--- src/rtl/pgwalk_pkg.sv ---
package pgwalk_pkg;

    parameter int VA_W      = 32;
    parameter int PA_W      = 32;
    parameter int PTE_W     = 32;
    parameter int IDX_W     = 10;
    parameter int OFF_W     = 12;
    parameter int ENT_SHIFT = 2;
    parameter int FRAME_W   = PTE_W - OFF_W;

    // control bit positions inside an entry
    parameter int BIT_PRESENT  = 0;
    parameter int BIT_WRITABLE = 1;
    parameter int BIT_USED     = 5;
    parameter int BIT_DIRTY    = 6;

    // virtual address field positions
    parameter int LEAF_LSB = OFF_W;
    parameter int DIR_LSB  = OFF_W + IDX_W;

    typedef enum logic [1:0] {
        FLT_NONE = 2'd0,
        FLT_PAGE = 2'd1,
        FLT_PROT = 2'd2
    } fault_e;

    typedef enum logic [2:0] {
        ST_IDLE,
        ST_DIR_RD,
        ST_DIR_WT,
        ST_LEAF_RD,
        ST_LEAF_WT,
        ST_WBACK,
        ST_RESP
    } walk_st_e;

    typedef struct packed {
        walk_st_e            st;
        logic [VA_W-1:0]     vaddr;
        logic                write;
        logic [PA_W-1:0]     root;
        logic [FRAME_W-1:0]  dir_frame;
        logic [PTE_W-1:0]    leaf_new;
        logic [PA_W-1:0]     paddr;
        fault_e              fault;
    } walk_regs_t;

endpackage

--- src/rtl/pgwalk_entry_addr.sv ---
module pgwalk_entry_addr
    import pgwalk_pkg::*;
(
    input  logic [PA_W-1:0]    root,
    input  logic [FRAME_W-1:0] dir_frame,
    input  logic [IDX_W-1:0]   dir_idx,
    input  logic [IDX_W-1:0]   leaf_idx,
    output logic [PA_W-1:0]    dir_addr,
    output logic [PA_W-1:0]    leaf_addr
);

    localparam int PAD_W = PA_W - IDX_W - ENT_SHIFT;

    logic [PA_W-1:0] dir_ofs;
    logic [PA_W-1:0] leaf_ofs;
    logic [PA_W-1:0] leaf_base;

    always_comb begin
        dir_ofs   = {{PAD_W{1'b0}}, dir_idx,  {ENT_SHIFT{1'b0}}};
        leaf_ofs  = {{PAD_W{1'b0}}, leaf_idx, {ENT_SHIFT{1'b0}}};
        leaf_base = {dir_frame, {OFF_W{1'b0}}};
        dir_addr  = root + dir_ofs;
        leaf_addr = leaf_base + leaf_ofs;
    end

endmodule

--- src/rtl/pgwalk_pte_eval.sv ---
module pgwalk_pte_eval
    import pgwalk_pkg::*;
(
    input  logic [PTE_W-1:0]   pte,
    input  logic               write,
    output logic               present,
    output logic               writable,
    output logic [FRAME_W-1:0] frame,
    output logic [PTE_W-1:0]   upd_pte,
    output logic               changed
);

    logic [PTE_W-1:0] set_mask;

    always_comb begin
        set_mask            = '0;
        set_mask[BIT_USED]  = 1'b1;
        set_mask[BIT_DIRTY] = write;
        present             = pte[BIT_PRESENT];
        writable            = pte[BIT_WRITABLE];
        frame               = pte[PTE_W-1:OFF_W];
        upd_pte             = pte | set_mask;
        changed             = (upd_pte != pte);
    end

endmodule

--- src/rtl/pgwalk_top.sv ---
module pgwalk_top
    import pgwalk_pkg::*;
(
    input  logic             clk,
    input  logic             rst_n,
    input  logic [PA_W-1:0]  root_base,
    input  logic             req_valid,
    output logic             req_ready,
    input  logic [VA_W-1:0]  req_vaddr,
    input  logic             req_write,
    output logic             rsp_valid,
    input  logic             rsp_ready,
    output logic [PA_W-1:0]  rsp_paddr,
    output logic [1:0]       rsp_fault,
    output logic             mem_valid,
    input  logic             mem_ready,
    output logic             mem_write,
    output logic [PA_W-1:0]  mem_addr,
    output logic [PTE_W-1:0] mem_wdata,
    input  logic             mem_rvalid,
    input  logic [PTE_W-1:0] mem_rdata
);

    walk_regs_t q, d;

    logic [PA_W-1:0]    dir_addr;
    logic [PA_W-1:0]    leaf_addr;
    logic               ent_present;
    logic               ent_writable;
    logic [FRAME_W-1:0] ent_frame;
    logic [PTE_W-1:0]   ent_upd;
    logic               ent_changed;

    pgwalk_entry_addr u_addr (
        .root      (q.root),
        .dir_frame (q.dir_frame),
        .dir_idx   (q.vaddr[DIR_LSB +: IDX_W]),
        .leaf_idx  (q.vaddr[LEAF_LSB +: IDX_W]),
        .dir_addr  (dir_addr),
        .leaf_addr (leaf_addr)
    );

    pgwalk_pte_eval u_eval (
        .pte      (mem_rdata),
        .write    (q.write),
        .present  (ent_present),
        .writable (ent_writable),
        .frame    (ent_frame),
        .upd_pte  (ent_upd),
        .changed  (ent_changed)
    );

    // next-state computation
    always_comb begin
        d = q;
        unique case (q.st)
            ST_IDLE: begin
                if (req_valid) begin
                    d.st        = ST_DIR_RD;
                    d.vaddr     = req_vaddr;
                    d.write     = req_write;
                    d.root      = root_base;
                    d.dir_frame = '0;
                    d.leaf_new  = '0;
                    d.paddr     = '0;
                    d.fault     = FLT_NONE;
                end
            end
            ST_DIR_RD: begin
                if (mem_ready) d.st = ST_DIR_WT;
            end
            ST_DIR_WT: begin
                if (mem_rvalid) begin
                    if (!ent_present) begin
                        d.fault = FLT_PAGE;
                        d.st    = ST_RESP;
                    end else if (q.write && !ent_writable) begin
                        d.fault = FLT_PROT;
                        d.st    = ST_RESP;
                    end else begin
                        d.dir_frame = ent_frame;
                        d.st        = ST_LEAF_RD;
                    end
                end
            end
            ST_LEAF_RD: begin
                if (mem_ready) d.st = ST_LEAF_WT;
            end
            ST_LEAF_WT: begin
                if (mem_rvalid) begin
                    if (!ent_present) begin
                        d.fault = FLT_PAGE;
                        d.st    = ST_RESP;
                    end else if (q.write && !ent_writable) begin
                        d.fault = FLT_PROT;
                        d.st    = ST_RESP;
                    end else begin
                        d.paddr = {ent_frame, q.vaddr[OFF_W-1:0]};
                        if (ent_changed) begin
                            d.leaf_new = ent_upd;
                            d.st       = ST_WBACK;
                        end else begin
                            d.st = ST_RESP;
                        end
                    end
                end
            end
            ST_WBACK: begin
                if (mem_ready) d.st = ST_RESP;
            end
            ST_RESP: begin
                if (rsp_ready) d.st = ST_IDLE;
            end
            default: d.st = ST_IDLE;
        endcase
    end

    always_ff @(posedge clk) begin
        if (!rst_n) begin
            q.st        <= ST_IDLE;
            q.vaddr     <= '0;
            q.write     <= 1'b0;
            q.root      <= '0;
            q.dir_frame <= '0;
            q.leaf_new  <= '0;
            q.paddr     <= '0;
            q.fault     <= FLT_NONE;
        end else begin
            q <= d;
        end
    end

    // outputs
    always_comb begin
        req_ready = (q.st == ST_IDLE);
        rsp_valid = (q.st == ST_RESP);
        rsp_paddr = q.paddr;
        rsp_fault = q.fault;
        mem_valid = (q.st == ST_DIR_RD) || (q.st == ST_LEAF_RD) || (q.st == ST_WBACK);
        mem_write = (q.st == ST_WBACK);
        mem_wdata = q.leaf_new;
        unique case (q.st)
            ST_DIR_RD:            mem_addr = dir_addr;
            ST_LEAF_RD, ST_WBACK: mem_addr = leaf_addr;
            default:              mem_addr = '0;
        endcase
    end

endmodule

--- config.mk ---
export PLATFORM = sky130hd
export DESIGN_NAME = pgwalk_top
export DESIGN_NICKNAME = d
export VERILOG_FILES = /design/src/rtl/pgwalk_pkg.sv /design/src/rtl/pgwalk_entry_addr.sv /design/src/rtl/pgwalk_pte_eval.sv /design/src/rtl/pgwalk_top.sv
export SDC_FILE = /design/constraint.sdc
export NUM_CORES = 1
export LEC_CHECK = 0
export BUFFER_PORTS_ARGS = -buffer_cell sky130_fd_sc_hd__buf_4
export CORE_MARGIN = 2
export CORE_UTILIZATION = 54
export DETAILED_ROUTE_END_ITERATION = 6
export GPL_TIMING_DRIVEN = 1
export PLACE_DENSITY_LB_ADDON = 0.05
export RECOVER_POWER = 100
export SYNTH_ARGS = -nofsm -noshare
export SYNTH_HDL_FRONTEND = slang
export SYNTH_HIERARCHICAL = 1
export SYNTH_SLANG_ARGS = --single-unit
--- constraint.sdc ---
create_clock -name clk -period 3 [get_ports clk]
set_input_delay 0.3 -clock clk [delete_from_list [all_inputs] [get_ports clk]]
set_output_delay 0.3 -clock clk [all_outputs]
set_load 0.1 [all_outputs]
==> flow_summary.toml <==
[floorplan]
die_h_um = 125
die_x_um = 125
core_sq_um = 14400
start_util = 0.550
fp-row-count = 44
die_area_sq_um = 15700
io_pins = 205

[logic_synthesis]
synthCells = 918
synthFlopType = "dfxtp_1"
ys_seq_area_frac = 0.389
yosys_warnings = 6
yosys.area.top_type_share = 0.389
ys_ff_latch = 154
synth-edff-count = 0
synthArstFlopShare = 0
synth_cell_types = 56
syn_area_sq_um = 7940
synth_area_leader_cell = "dfxtp_1"
avgSynthCellArea_sq_um = 8.64
synthTopCellsByArea = "dfxtp_1, buf_4, a22o_1"

[route]
firstDrtPassIters = 5
drt_iter0_drc = 346
num_vias = 6348
drc = 0
vias_per_cell = 5.57
routed_wl_mm = 20.4
final_antenna_net_count = 0
wl_per_cell_um = 17.9

[timing]
drv_slew = 34
layout_worst_path_cycle_share = 1.05
rsz0062_at_grt = "true"
setup_slack_ps = -138
setup_viol = 9
fmax_ghz = 0.319
tightest_slew_ps = 1560
relSlewSlack = -0.0436
period_minus_slack_ps = 3140
hold_viol_final = 0
skew_ps = 5.67

[clock_tree]
cts_tree = "done"
cts_sinks = 154
root_buffer = "clkbuf_16"
clk_pin_slew_ps = 60
cts-buffers-inserted = 17
clk_latency_ps = 420
cts.path.max_buffers = 2
cts-htree-levels = 4
cts_hold_repair.buffers = 0

[worst_setup_path]
cp_slowest_stage_delay_ps = 360
crit_start = "q[141]"
rr_startpoint = "q[153]"
crit_fanout = 8
worstPathArrival_ps = 2840
crit_required_ps = 2700
critPathLaunchType = "register"
reg2reg_depth = 5
crit_path_end_kind = "output port"
endpoint = "mem_addr[18]"
r2r-end = "q[128]"
cpMaxStageDelayCell = "dfxtp_2"
rrSetupSlack_ps = 150
critical_path_class = "reg -> out"
crit_chain = "ha_4 > inv_2 > fa_2 > nand2b_4 > a21oi_4 > o211ai_1 > a21boi_2 > buf_6 > nand4_1 > xnor2_2 > a22o_2 > buf_12"

[job]
maxCapViolCount = 1

[run_status]
status = "finished, violations left"
violations = "max-capacitance violations, max-slew violations, negative setup slack"

[grt]
grt_overflow = 0
grt_pass1_vias = 6322
met3_usage = 0.0633
grt_max_degree = 80
grt_usage = 0.254
grt_busiest_layer = "met2"
grt_pass1_wl_mm = 32.2
use_met2 = 0.421
antenna_found_initial = 0
grtUsageMet1 = 0.320

[power]
total_power_mw = 5.15
ir_drop_mv = 0.432
powerDensity_nw_per_um2 = 568
p_leak_nw = 3.65

[finish]
num-nets-final = 1059
areaGrowthSynthToFinish_pct = 14.2
layout_common_cells = "dfxtp_1, nand2_1, buf_4"
layout-drive-gt1-share = 0.251
final_common_cell = "dfxtp_1"
num_antenna_cells = 0
final_util = 0.628

[place]
dpl.hpwl_mm = 14.0
gp_congestion = 0.964
io_buffer_count = 204

[worst_hold_path]
worstHoldPathType = "in -> reg"
==> cell families after synthesis <==
family | after synthesis | share of synthesized area
AO/OA/AOI/OAI | 264 | 0.224
multiplexers | 4 | 0.00568
XOR/XNOR | 29 | 0.0320
AND/OR/NAND/NOR | 226 | 0.139
other | 2 | 0.000946
buffers and inverters | 228 | 0.192
adder cells (fa/ha/maj) | 11 | 0.0183
flip-flops | 154 | 0.389
==> power breakdown <==
group | switching [mW] | internal (mW)
sequential | 0.0641 | 2.11
clock | 0.831 | 1.47
combinational | 0.423 | 0.248
total | 1.32 | 3.83
==> cell usage after synthesis, drive strengths merged, types with 5 or more instances <==
library cell / instances
a21oi: 110
clkbuf: 28
inv: 9
o211ai: 9
xor2: 5
and3: 9
nand2: 138
a22o: 84
buf: 191
nor2: 9
xnor2: 24
ha: 10
o21ai: 44
nor3: 5
and2: 7
dfxtp: 154
nand4: 37
==> repair_timing <==
| item | in CTS | in global routing |
|---|---|---|
| setup endpoints to repair | 21 | 21 |
| cloned | 1 | 0 |
| buffers inserted | 3 | 4 |
| resized for setup | 43 | 37 |
| pin swaps | 9 | 17 |
==> worst min path at each step <==
stage | slack, ps | startpoint | end | depth (start not counted)
2_1_floorplan | 430 | rsp_fault[0] | rsp_fault[0] | 1
3_3_place_gp | 440 | q[119] | q[119] | 2
3_5_place_dp | 450 | q[123] | q[123] | 2
4_1_cts | 80 | mem_rdata[8] | mem_wdata[8] | 2
5_1_grt | 90 | mem_rdata[4] | mem_wdata[4] | 2
6_report | 90 | mem_rdata[8] | mem_wdata[8] | 2
==> final cells by class <==
cell class,instances,area (sq um)
Timing Repair Buffer,225,1590
Inverter,9,35.0
Sequential cell,154,3090
Multi-Input combinational cell,538,3480
Clock buffer,18,429
Clock inverter,12,200
Tap cell,184,230
Fill cell,1289,5370
==> per-layer routing <==
metal / part of all wire / up-vias / wire [um]
met4: 0.028 / 0 / 564
met2: 0.47 / 229 / 9690
met1: 0.44 / 2980 / 8890
met5: 0 / - / 0
li1: - / 3104 / -
met3: 0.062 / 35 / 1270
==> flip-flops by register name, indices dropped and copies added, names as in the netlist <==
signal,cells
mem_wdata,32
q,88
rsp_paddr,32
rsp_fault,2
==> through the flow <==
stage               hold slack, ps  setup WS [ps]  instances  area (sq um)  setup TNS [ps]
floorplan                      434           7.89        919          7950               0
global placement               445            138       1102          8350               0
detailed placement             447           38.1       1102          8350               0
CTS                           76.4           -115       1136          9200            -362
global route                  85.7           -244       1140          9060           -6710
finish                        91.7           -138       1140          9060            -593
==> worst max-delay path, delay by kind of cell (launching register included) <==
kind	cells	cell delay [ps]
AOI/OAI and AO/OA	4	730
adders and majority gates	2	490
DFF	1	360
buffers and inverters	3	360
and+or+nand+nor	2	310
xor gates and xnor gates	1	170
Power figures use the tool's default switching activity.
